File: src/rtl/qtu_pkg.sv
`timescale 1ns/1ps
package qtu_pkg;

    typedef enum logic [1:0] {
        CH_STOP = 2'd0,
        CH_RUN  = 2'd1,
        CH_HALT = 2'd2
    } ch_state_e;

    typedef struct packed {
        logic       ena;
        logic       periodic;
        logic [1:0] presc;
        logic       wide;
        logic       oneshot;
    } ch_ctrl_t;

    localparam int CTL_ENA_BIT = 7;

    localparam logic [1:0] PRESC_DIV1  = 2'b00;
    localparam logic [1:0] PRESC_DIV16 = 2'b01;

    function automatic ch_ctrl_t ctrl_from_byte(input logic [7:0] b);
        ch_ctrl_t c;
        c.ena      = b[7];
        c.periodic = b[6];
        c.presc    = b[3:2];
        c.wide     = b[1];
        c.oneshot  = b[0];
        return c;
    endfunction

    function automatic logic [7:0] ctrl_to_byte(input ch_ctrl_t c);
        return {c.ena, c.periodic, 2'b00, c.presc, c.wide, c.oneshot};
    endfunction

endpackage

File: src/rtl/qtu_prescaler.sv
`timescale 1ns/1ps
module qtu_prescaler #(
    parameter int FINE_BITS = 4,
    parameter int PHASE_W   = 8
) (
    input  logic       clk,
    input  logic       rst_n,
    input  logic       run,
    input  logic [1:0] sel,
    output logic       tick
);
    import qtu_pkg::*;

    logic [PHASE_W-1:0] phase_q;

    always_ff @(posedge clk or negedge rst_n) begin
        if (!rst_n) begin
            phase_q <= '0;
        end else if (!run) begin
            phase_q <= '0;
        end else begin
            phase_q <= phase_q + 1'b1;
        end
    end

    always_comb begin
        unique case (sel)
            PRESC_DIV1:  tick = run;
            PRESC_DIV16: tick = run && (&phase_q[FINE_BITS-1:0]);
            default:     tick = run && (&phase_q);
        endcase
    end

endmodule

File: src/rtl/qtu_channel.sv
`timescale 1ns/1ps
module qtu_channel #(
    parameter int DATA_W    = 32,
    parameter int NARROW_W  = 16,
    parameter int FINE_BITS = 4,
    parameter int PHASE_W   = 8
) (
    input  logic              clk,
    input  logic              rst_n,
    input  logic              ld_wr,
    input  logic              bg_wr,
    input  logic              ctl_wr,
    input  logic [DATA_W-1:0] wdata,
    output logic [DATA_W-1:0] count_o,
    output logic [DATA_W-1:0] reload_o,
    output logic [7:0]        ctrl_o,
    output logic              uflow_o,
    output logic              run_o,
    output logic              halt_o
);
    import qtu_pkg::*;

    localparam logic [DATA_W-1:0] NARROW_MASK =
        {{(DATA_W-NARROW_W){1'b0}}, {NARROW_W{1'b1}}};

    ch_state_e         state_q, state_d;
    ch_ctrl_t          ctrl_q;
    logic [DATA_W-1:0] count_q, reload_q, wmask;
    logic              tick, at_zero, ena_nx;

    assign wmask   = ctrl_q.wide ? '1 : NARROW_MASK;
    assign at_zero = ((count_q & wmask) == '0);
    assign uflow_o = tick && at_zero;
    assign ena_nx  = ctl_wr ? wdata[CTL_ENA_BIT] : ctrl_q.ena;

    qtu_prescaler #(
        .FINE_BITS(FINE_BITS),
        .PHASE_W  (PHASE_W)
    ) i_presc (
        .clk  (clk),
        .rst_n(rst_n),
        .run  (state_q == CH_RUN),
        .sel  (ctrl_q.presc),
        .tick (tick)
    );

    // state register
    always_ff @(posedge clk or negedge rst_n) begin
        if (!rst_n) begin
            state_q <= CH_STOP;
        end else begin
            state_q <= state_d;
        end
    end

    // transitions: start, expire, rearm, disable
    always_comb begin
        state_d = state_q;
        unique case (state_q)
            CH_STOP: begin
                if (ena_nx) state_d = CH_RUN;
            end
            CH_RUN: begin
                if (!ena_nx)                               state_d = CH_STOP;
                else if (uflow_o && ctrl_q.oneshot && !ld_wr) state_d = CH_HALT;
            end
            CH_HALT: begin
                if (!ena_nx)    state_d = CH_STOP;
                else if (ld_wr) state_d = CH_RUN;
            end
            default: state_d = CH_STOP;
        endcase
    end

    // outputs: control, count and reload registers
    always_ff @(posedge clk or negedge rst_n) begin
        if (!rst_n) begin
            ctrl_q   <= '0;
            count_q  <= '0;
            reload_q <= '0;
        end else begin
            if (ctl_wr) ctrl_q <= ctrl_from_byte(wdata[7:0]);
            if (ld_wr || bg_wr) reload_q <= wdata;
            if (ld_wr) begin
                count_q <= wdata & wmask;
            end else if (uflow_o) begin
                if (ctrl_q.oneshot)       count_q <= '0;
                else if (ctrl_q.periodic) count_q <= reload_q & wmask;
                else                      count_q <= wmask;
            end else if (tick) begin
                count_q <= (count_q - 1'b1) & wmask;
            end
        end
    end

    assign count_o  = count_q;
    assign reload_o = reload_q;
    assign ctrl_o   = ctrl_to_byte(ctrl_q);
    assign run_o    = (state_q == CH_RUN);
    assign halt_o   = (state_q == CH_HALT);

endmodule

File: src/rtl/qtu_irq_bank.sv
`timescale 1ns/1ps
module qtu_irq_bank #(
    parameter int NCH = 4
) (
    input  logic           clk,
    input  logic           rst_n,
    input  logic           mask_wr,
    input  logic           clr_wr,
    input  logic [NCH-1:0] wdata,
    input  logic [NCH-1:0] uflow,
    output logic [NCH-1:0] mask_o,
    output logic [NCH-1:0] raw_o,
    output logic           irq_o
);
    logic [NCH-1:0] mask_q, raw_q, clr_bits;

    assign clr_bits = clr_wr ? wdata : '0;

    always_ff @(posedge clk or negedge rst_n) begin
        if (!rst_n) begin
            mask_q <= '0;
            raw_q  <= '0;
        end else begin
            if (mask_wr) mask_q <= wdata;
            raw_q <= (raw_q & ~clr_bits) | uflow;
        end
    end

    assign mask_o = mask_q;
    assign raw_o  = raw_q;
    assign irq_o  = |(raw_q & mask_q);

endmodule

File: src/rtl/qtu_top.sv
`timescale 1ns/1ps
module qtu_top #(
    parameter int          NUM_TIMERS = 4,
    parameter int          DATA_W     = 32,
    parameter int          ADDR_W     = 12,
    parameter int          NARROW_W   = 16,
    parameter int          FINE_BITS  = 4,
    parameter int          PHASE_W    = 8,
    parameter logic [63:0] ID_BYTES   = 64'hB1_05_F0_0D_13_58_20_7A
) (
    input  logic              clk,
    input  logic              rst_n,
    input  logic [ADDR_W-1:0] bus_addr,
    input  logic              bus_we,
    input  logic [DATA_W-1:0] bus_wdata,
    output logic [DATA_W-1:0] bus_rdata,
    output logic              irq_o
);
    localparam int GRP_W = 4;

    logic [GRP_W-1:0] grp;
    logic [1:0]       sub;
    logic             aligned, page_low, id_page, shared_sel;
    logic             mask_wr, clr_wr;

    logic [NUM_TIMERS-1:0]             ch_ld_wr, ch_bg_wr, ch_ctl_wr;
    logic [NUM_TIMERS-1:0]             ch_uflow, ch_run, ch_halt;
    logic [NUM_TIMERS-1:0]             mask, raw, clr_bits;
    logic [NUM_TIMERS-1:0][DATA_W-1:0] ch_count, ch_reload;
    logic [NUM_TIMERS-1:0][7:0]        ch_ctrl;

    assign grp        = bus_addr[7:4];
    assign sub        = bus_addr[3:2];
    assign aligned    = (bus_addr[1:0] == 2'b00);
    assign page_low   = aligned && (bus_addr[ADDR_W-1:8] == '0);
    assign id_page    = aligned && (&bus_addr[ADDR_W-1:5]);
    assign shared_sel = page_low && (grp == '0);
    assign mask_wr    = bus_we && shared_sel && (sub == 2'd0);
    assign clr_wr     = bus_we && shared_sel && (sub == 2'd3);
    assign clr_bits   = clr_wr ? bus_wdata[NUM_TIMERS-1:0] : '0;

    for (genvar i = 0; i < NUM_TIMERS; i++) begin : g_ch
        logic hit;
        assign hit          = bus_we && page_low && (grp == GRP_W'(i + 1));
        assign ch_ld_wr[i]  = hit && (sub == 2'd0);
        assign ch_ctl_wr[i] = hit && (sub == 2'd2);
        assign ch_bg_wr[i]  = hit && (sub == 2'd3);

        qtu_channel #(
            .DATA_W   (DATA_W),
            .NARROW_W (NARROW_W),
            .FINE_BITS(FINE_BITS),
            .PHASE_W  (PHASE_W)
        ) i_ch (
            .clk     (clk),
            .rst_n   (rst_n),
            .ld_wr   (ch_ld_wr[i]),
            .bg_wr   (ch_bg_wr[i]),
            .ctl_wr  (ch_ctl_wr[i]),
            .wdata   (bus_wdata),
            .count_o (ch_count[i]),
            .reload_o(ch_reload[i]),
            .ctrl_o  (ch_ctrl[i]),
            .uflow_o (ch_uflow[i]),
            .run_o   (ch_run[i]),
            .halt_o  (ch_halt[i])
        );
    end

    qtu_irq_bank #(.NCH(NUM_TIMERS)) i_irq (
        .clk    (clk),
        .rst_n  (rst_n),
        .mask_wr(mask_wr),
        .clr_wr (clr_wr),
        .wdata  (bus_wdata[NUM_TIMERS-1:0]),
        .uflow  (ch_uflow),
        .mask_o (mask),
        .raw_o  (raw),
        .irq_o  (irq_o)
    );

    always_comb begin
        bus_rdata = '0;
        if (shared_sel) begin
            unique case (sub)
                2'd0:    bus_rdata = DATA_W'(mask);
                2'd1:    bus_rdata = DATA_W'(raw);
                2'd2:    bus_rdata = DATA_W'(raw & mask);
                default: bus_rdata = '0;
            endcase
        end else if (id_page) begin
            bus_rdata = DATA_W'(ID_BYTES[{bus_addr[4:2], 3'b000} +: 8]);
        end else begin
            for (int i = 0; i < NUM_TIMERS; i++) begin
                if (page_low && grp == GRP_W'(i + 1)) begin
                    unique case (sub)
                        2'd1:    bus_rdata = ch_count[i];
                        2'd2:    bus_rdata = DATA_W'(ch_ctrl[i]);
                        default: bus_rdata = ch_reload[i];
                    endcase
                end
            end
        end
    end

endmodule

File: config.mk
export PLATFORM = sky130hd
export DESIGN_NAME = qtu_top
export DESIGN_NICKNAME = d
export VERILOG_FILES = /design/src/rtl/qtu_pkg.sv /design/src/rtl/qtu_prescaler.sv /design/src/rtl/qtu_channel.sv /design/src/rtl/qtu_irq_bank.sv /design/src/rtl/qtu_top.sv
export SDC_FILE = /design/constraint.sdc
export NUM_CORES = 1
export LEC_CHECK = 0
export ABC_CLOCK_PERIOD_IN_PS = 7800
export BUFFER_PORTS_ARGS = -buffer_cell sky130_fd_sc_hd__buf_2
export CELL_PAD_IN_SITES_DETAIL_PLACEMENT = 0
export CELL_PAD_IN_SITES_GLOBAL_PLACEMENT = 1
export CORE_ASPECT_RATIO = 0.8
export CORE_MARGIN = 2
export CORE_UTILIZATION = 53
export DETAILED_ROUTE_END_ITERATION = 12
export GPL_ROUTABILITY_DRIVEN = 0
export GPL_TIMING_DRIVEN = 0
export PLACE_DENSITY_LB_ADDON = 0.1
export RECOVER_POWER = 50
export SKIP_CTS_REPAIR_TIMING = 1
export SLEW_MARGIN = 10
export SYNTH_ARGS = -nofsm -noshare
export SYNTH_HDL_FRONTEND = slang
export SYNTH_HIERARCHICAL = 1
export SYNTH_SLANG_ARGS = --single-unit
File: constraint.sdc
create_clock -name clk -period 7.8 [get_ports clk]
set_input_delay 0 -clock clk [delete_from_list [all_inputs] [get_ports clk]]
set_output_delay 0 -clock clk [all_outputs]
set_load 0.05 [all_outputs]
# Word level (Yosys, flattened, before mapping)
# Index checks and enable logic that the tools add are counted.
[word_totals] reg_bits=328 input_bits=47 output_inout_bits=33 word_cells=260
[classes] add_sub_neg=8 n_eq_ne=31 shifts=1 n_mux=72 bitwise=21 reduce_logical=89
[ops] operator="2-to-1 mux 32 bit" count=30
[ops] operator="AND 32 bit" count=16
[ops] operator="case mux 32 bit (2 select lines)" count=4
[ops] operator="zero test 32 bit" count=4
[ops] operator="subtractor 32 x 1 -> 32 bit (second input constant)" count=4
[ops] operator="indexed part select 64 x 7 -> 8 bit (first input constant)" count=1
[ops] operator="logical AND 1 bit" count=47
[ops] operator="2-to-1 mux 2 bit" count=20
[ops] operator="adder 8 x 1 -> 8 bit (second input constant)" count=4
[ops] operator="2-to-1 mux 8 bit" count=4
[ops] operator="AND reduction 8 bit" count=4
[ops] operator="case mux 2 bit (3 select lines)" count=4
[ops] operator="zero test 2 bit" count=10
[ops] operator="equality test 2 x 1 -> 1 bit (second input constant)" count=9
[ops] operator="AND reduction 4 bit" count=4
[ops] operator="AND 4 bit" count=3
[ops] operator="equality test 2 bit (second input constant)" count=6
[ops] operator="!= test 3 x 2 -> 1 bit (second input constant)" count=4
[ops] operator="!= test 3 bit (second input constant)" count=4
[ops] operator="case mux 4 bit (3 select lines)" count=1
[ops] operator="AND reduction 3 bit" count=4
[ops] operator="nonzero test 3 bit" count=4
[ops] operator="equality test 4 x 2 -> 1 bit (second input constant)" count=2
[ops] operator="zero test 4 bit" count=2
[ops] operator="12 further kinds" count=27

# Depth between registers and ports, before layout
[logic_depth] word_depth=10 ltp_mapped=13 ltp_nobuf=9

# Modules after synthesis
# Netlist, hierarchy kept.
[by_module_without_submodules] mod="qtu_channel at g_ch[2].i_ch ..." instances=2 cells_each=463 area_each_um2=4311.6 seq_area_each_um2=1801.7
[by_module_without_submodules] mod="qtu_channel at g_ch[0].i_ch ..." instances=2 cells_each=449 area_each_um2=4245.3 seq_area_each_um2=1801.7
[by_module_without_submodules] mod="qtu_top" instances=1 cells_each=403 area_each_um2=3004.1 seq_area_each_um2=0.0
[by_module_without_submodules] mod="qtu_prescaler" instances=4 cells_each=37 area_each_um2=386.6 seq_area_each_um2=200.2
[by_module_without_submodules] mod="qtu_irq_bank" instances=1 cells_each=23 area_each_um2=309.0 seq_area_each_um2=200.2

# Least setup slack after synthesis
# No wires, ideal clock.
[synth_timing] path_type="input to output" start="input bus_addr[3]" end="output bus_rdata[12]" arrival_ns=2.951 required_time_ns=7.800 slack_ns=4.849 cell_stages=10 n_path_buf=3 cell_sequence="inv_1 ha_1 buf_2 inv_2 nor2_1 buf_2 clkbuf_1 a22o_1 a221oi_1 nor4_1"
[synth_between] elab_chain_cells=8 elab_cells_between_ends=12 cone_classes="eq/ne: 2; mux: 10"
[synth_lines] element="from (decl)" line_no="qtu_top.sv:13" source="input logic [ADDR_W-1:0] bus_addr,"
[synth_lines] element="equality test 2 bit / equality test 2 x 1 -> 1 bit (equally long branches)" line_no="qtu_top.sv:96" source="unique case (sub)"
[synth_lines] element="case mux 32 bit (2 select lines)" line_no="qtu_top.sv:96"
[synth_lines] element="2-to-1 mux 32 bit (3 in a row)" line_no="qtu_top.sv:95" source="if (page_low && grp == GRP_W'(i + 1)) begin"
[synth_lines] element="2-to-1 mux 32 bit (*)" line_no="qtu_top.sv:95"
[synth_lines] element="2-to-1 mux 32 bit (*)" line_no="qtu_top.sv:91" source="end else if (id_page) begin"
[synth_lines] element="2-to-1 mux 32 bit (*)" line_no="qtu_top.sv:84" source="if (shared_sel) begin"
[synth_lines] element="to (decl)" line_no="qtu_top.sv:16" source="output logic [DATA_W-1:0] bus_rdata,"
# Mark *: on every way between the ends. The rest lies on a longest branch, timed or not.

# Final worst setup path
[layout_timing] start="input bus_addr[2]" end="output bus_rdata[25]"
# Same word-level chain as after synthesis.

==> metrics.txt <==
Longest Clk Path Bufs 3; pwr/cell area 166 nW/µm²; Reg-to-Reg End g_ch[0].i_ch/count_o[21]; Vert. Die Dim 186 µm; CTS Buf Count 38; first-pass GRT wire length 139000 µm; CP Data Arrival Time 3.88 ns; CP required 7.80 ns; beginning of the critical path bus_addr[2]; relative slew slack -154%; I/O Buffers 77; setup tns final 0 ns; Max H-tree Level 2; r2r worst-path depth 7; Area Overhead vs Synth 11.7%; total power 0.00407 W; commonest non-fill, non-tap cell in the layout dfrtp_1; Final ANT Viol Nets 0; Pleak 9.95 nW; total grt overflow 0; CTS root buffer clkbuf_16; Final Setup Violations 0; Critical Path Sink Type output port; post-synthesis register bit count 328; GR Util All Layers 43.5%; Critical-path top delay cell clkbuf_1; Worst-Skew Late Latency 0.55 ns; top-level port count 80; Setup crit start kind input port; Detail Placement HPWL 69000 µm; Initial Util 53.9%; register clock-pin slew on the reported worst setup and hold paths 0.06 ns; status finished, violations left; Slew Viols, Final 67; fill cell count 3612; Final nets 2597; Synth cell types 87; worst slew pin tran 3.81 ns; hold crit path type input port to register; RSZ-0062 raised after global routing no; critical path, cell by cell buf_2 > inv_1 > ha_1 > buf_2 > inv_2 > nor2_1 > clkbuf_1 > clkbuf_1 > a221oi_1 > nor4_2 > buf_2; WHS Path Cells 3; Worst VDD drop 0.175 mV; die width 232 µm; Vias/cell 7.42; WP depth 11; Ys Warns 6; Reg-to-Reg Start g_ch[0].i_ch/count_o[0]; reg2reg setup slack 4.15 ns; First-pass DRT Iterations 6; CP delay by family, top buffers and inverters; cell mode on critical path buf_2; async set-reset flop share out of synthesis 100%; vias in the first global route 21000; Worst Setup EP bus_rdata[25]; TritonCTS clock tree built; cell area after synthesis 22000 µm²; WS Path Type input port to output port; EDFF count, synth 0; Avg Inst Size Synth 9.16 µm²; DRT iter0 DRCs 3846; fin crit period 3.88 ns; layout cells sized above 1 14.5%; die area 43100 µm²; peak per-stage delay on the critical path 0.78 ns; vias 23100; largest net degree at the start of global routing 95; Final Cycle Share 49.7%; Final Skew 0.0123 ns; Max FO, Critical Path 10; CP Buf/Inv Count 7; Max Clock Freq 0.258 GHz; core box area 40800 µm²; drt wl/cell 30.6 µm; post-synthesis sequential area ratio 37.4%; WL final 95200 µm; initial antenna violation count 7; DRC violations left 0; final hold violations 0; commonest non-fill, non-tap cells in the layout 328 x dfrtp_1, 175 x nand2_1, 147 x clkbuf_1; Max-Cap Viols 1; Rows 66; predominant post-synthesis flop cell dfrtp_1; Syn Inst Count 2398; clock sink total 328; failing checks capacitance limit, slew limit
[flip-flops by register name, summed over array words and instances (netlist names)]
| name | flops |
|---|---|
| g_ch.i_ch/ctrl_o | 24 |
| g_ch.i_ch/i_presc/phase_q | 32 |
| i_irq/mask_o | 4 |
| g_ch.i_ch/state_q | 8 |
| g_ch.i_ch/count_o | 128 |
| g_ch.i_ch/reload_o | 128 |
| i_irq/raw_o | 4 |
[layout make-up]
type / count / area [µm²] / share of cell area (%)
Antenna cell: 10 / 25.0 / 0.102
Buffer: 187 / 818 / 3.34
Clock buffer: 49 / 1060 / 4.33
Clock inverter: 15 / 179 / 0.729
Inverter: 62 / 233 / 0.949
Multi-Input combinational cell: 1825 / 12700 / 51.8
Sequential cell: 328 / 8210 / 33.5
Tap cell: 544 / 681 / 2.77
Timing Repair Buffer: 94 / 607 / 2.47
[worst reg2reg max path: stages, from the launching register on]
cell and delay [ns]:
dfrtp_1 0.49, inv_1 0.13, ha_1 0.19, nor4b_1 0.67
nand4_1 0.60, nor4_2 0.85, o21ai_1 0.28, a311oi_1 0.34
[per-stage QoR]
stage	area [µm²]	std cells	hold WS [ns]	util, %	setup slack, ns
after CTS	24400	3090	-0.589	59.8	4.19
after global routing	24500	3107	0.00334	60.1	3.59
after global placement	23100	3023	0.386	56.5	0.275
after detailed placement	23100	3026	-0.0235	56.7	4.19
after floorplan	22000	2402	-0.296	-	4.85
final	24500	3114	0.00410	60.1	3.92
[metal layers]
layer	up-vias	track usage [%]	routed length [µm]	part of all wire [%]
met5	-	0	34	0.036
met3	343	17.3	15600	16
met2	1950	59.4	37000	39
met4	4	20.1	5260	5.5
li1	9605	-	-	-
met1	11200	60.0	37300	39
[synth_stat cells, types with 12 or more instances]
master | count | area share, %
and3_1 | 19 | 0.54
a21oi_1 | 112 | 2.6
nor4_2 | 31 | 1.8
and2_1 | 22 | 0.63
o211ai_1 | 44 | 1.5
mux2i_1 | 14 | 0.64
nor4_1 | 55 | 1.6
a221oi_2 | 24 | 1.6
nand2_1 | 175 | 3.0
nand4_1 | 26 | 0.74
a221oi_1 | 64 | 2.6
o21a_1 | 38 | 1.3
dfrtp_1 | 328 | 37
o31a_1 | 21 | 0.84
a22oi_1 | 65 | 2.2
nand2b_1 | 20 | 0.57
a221o_1 | 15 | 0.68
o22ai_1 | 15 | 0.43
nor2b_1 | 19 | 0.54
nor3_1 | 59 | 1.3
mux2_1 | 44 | 2.3
o31ai_1 | 40 | 1.4
xnor2_1 | 32 | 1.3
or3_1 | 39 | 1.1
xor2_1 | 20 | 0.80
inv_1 | 55 | 0.94
a22o_1 | 54 | 2.2
clkbuf_1 | 141 | 2.4
or4_1 | 39 | 1.3
a31oi_1 | 43 | 1.2
nor2_1 | 134 | 2.3
mux2_2 | 99 | 5.1
a21boi_1 | 12 | 0.41
ha_1 | 14 | 0.80
o21ai_0 | 119 | 2.7
a21o_1 | 14 | 0.48
buf_2 | 21 | 0.48
nand3_1 | 53 | 1.2
o21ai_1 | 52 | 1.2
[report_power, final]
group	switching [W]	internal [W]
registers	0.0000558	0.00173
logic	0.000309	0.000123
clock network	0.000759	0.00109
total	0.00112	0.00294
[cells by family (layout without fill, tap and decap cells)]
family | Yosys count | in the layout | synth area share, %
flops | 328 | 328 | 37.4
xor+xnor | 52 | 52 | 2.07
other cells | 4 | 18 | 0.0683
compound gates | 837 | 837 | 27.6
simple gates | 757 | 757 | 19.4
fa+ha+maj | 14 | 14 | 0.797
buf+inv | 249 | 407 | 4.78
mux | 157 | 157 | 7.97
[worst min path at each step]
| stage | startpoint | to | slack (ns) |
|---|---|---|---|
| after floorplan | rst_n | g_ch[0].i_ch/count_o[0] | -0.30 |
| after global placement | bus_wdata[4] | g_ch[0].i_ch/count_o[4] | 0.39 |
| after detailed placement | rst_n | g_ch[0].i_ch/i_presc/phase_q[5] | -0.02 |
| after CTS | rst_n | g_ch[0].i_ch/i_presc/phase_q[5] | -0.59 |
| after global routing | bus_wdata[3] | g_ch[1].i_ch/count_o[3] | 0.003 |
| final | bus_wdata[3] | g_ch[0].i_ch/count_o[3] | 0.004 |
(Power assumes the default switching activity.)
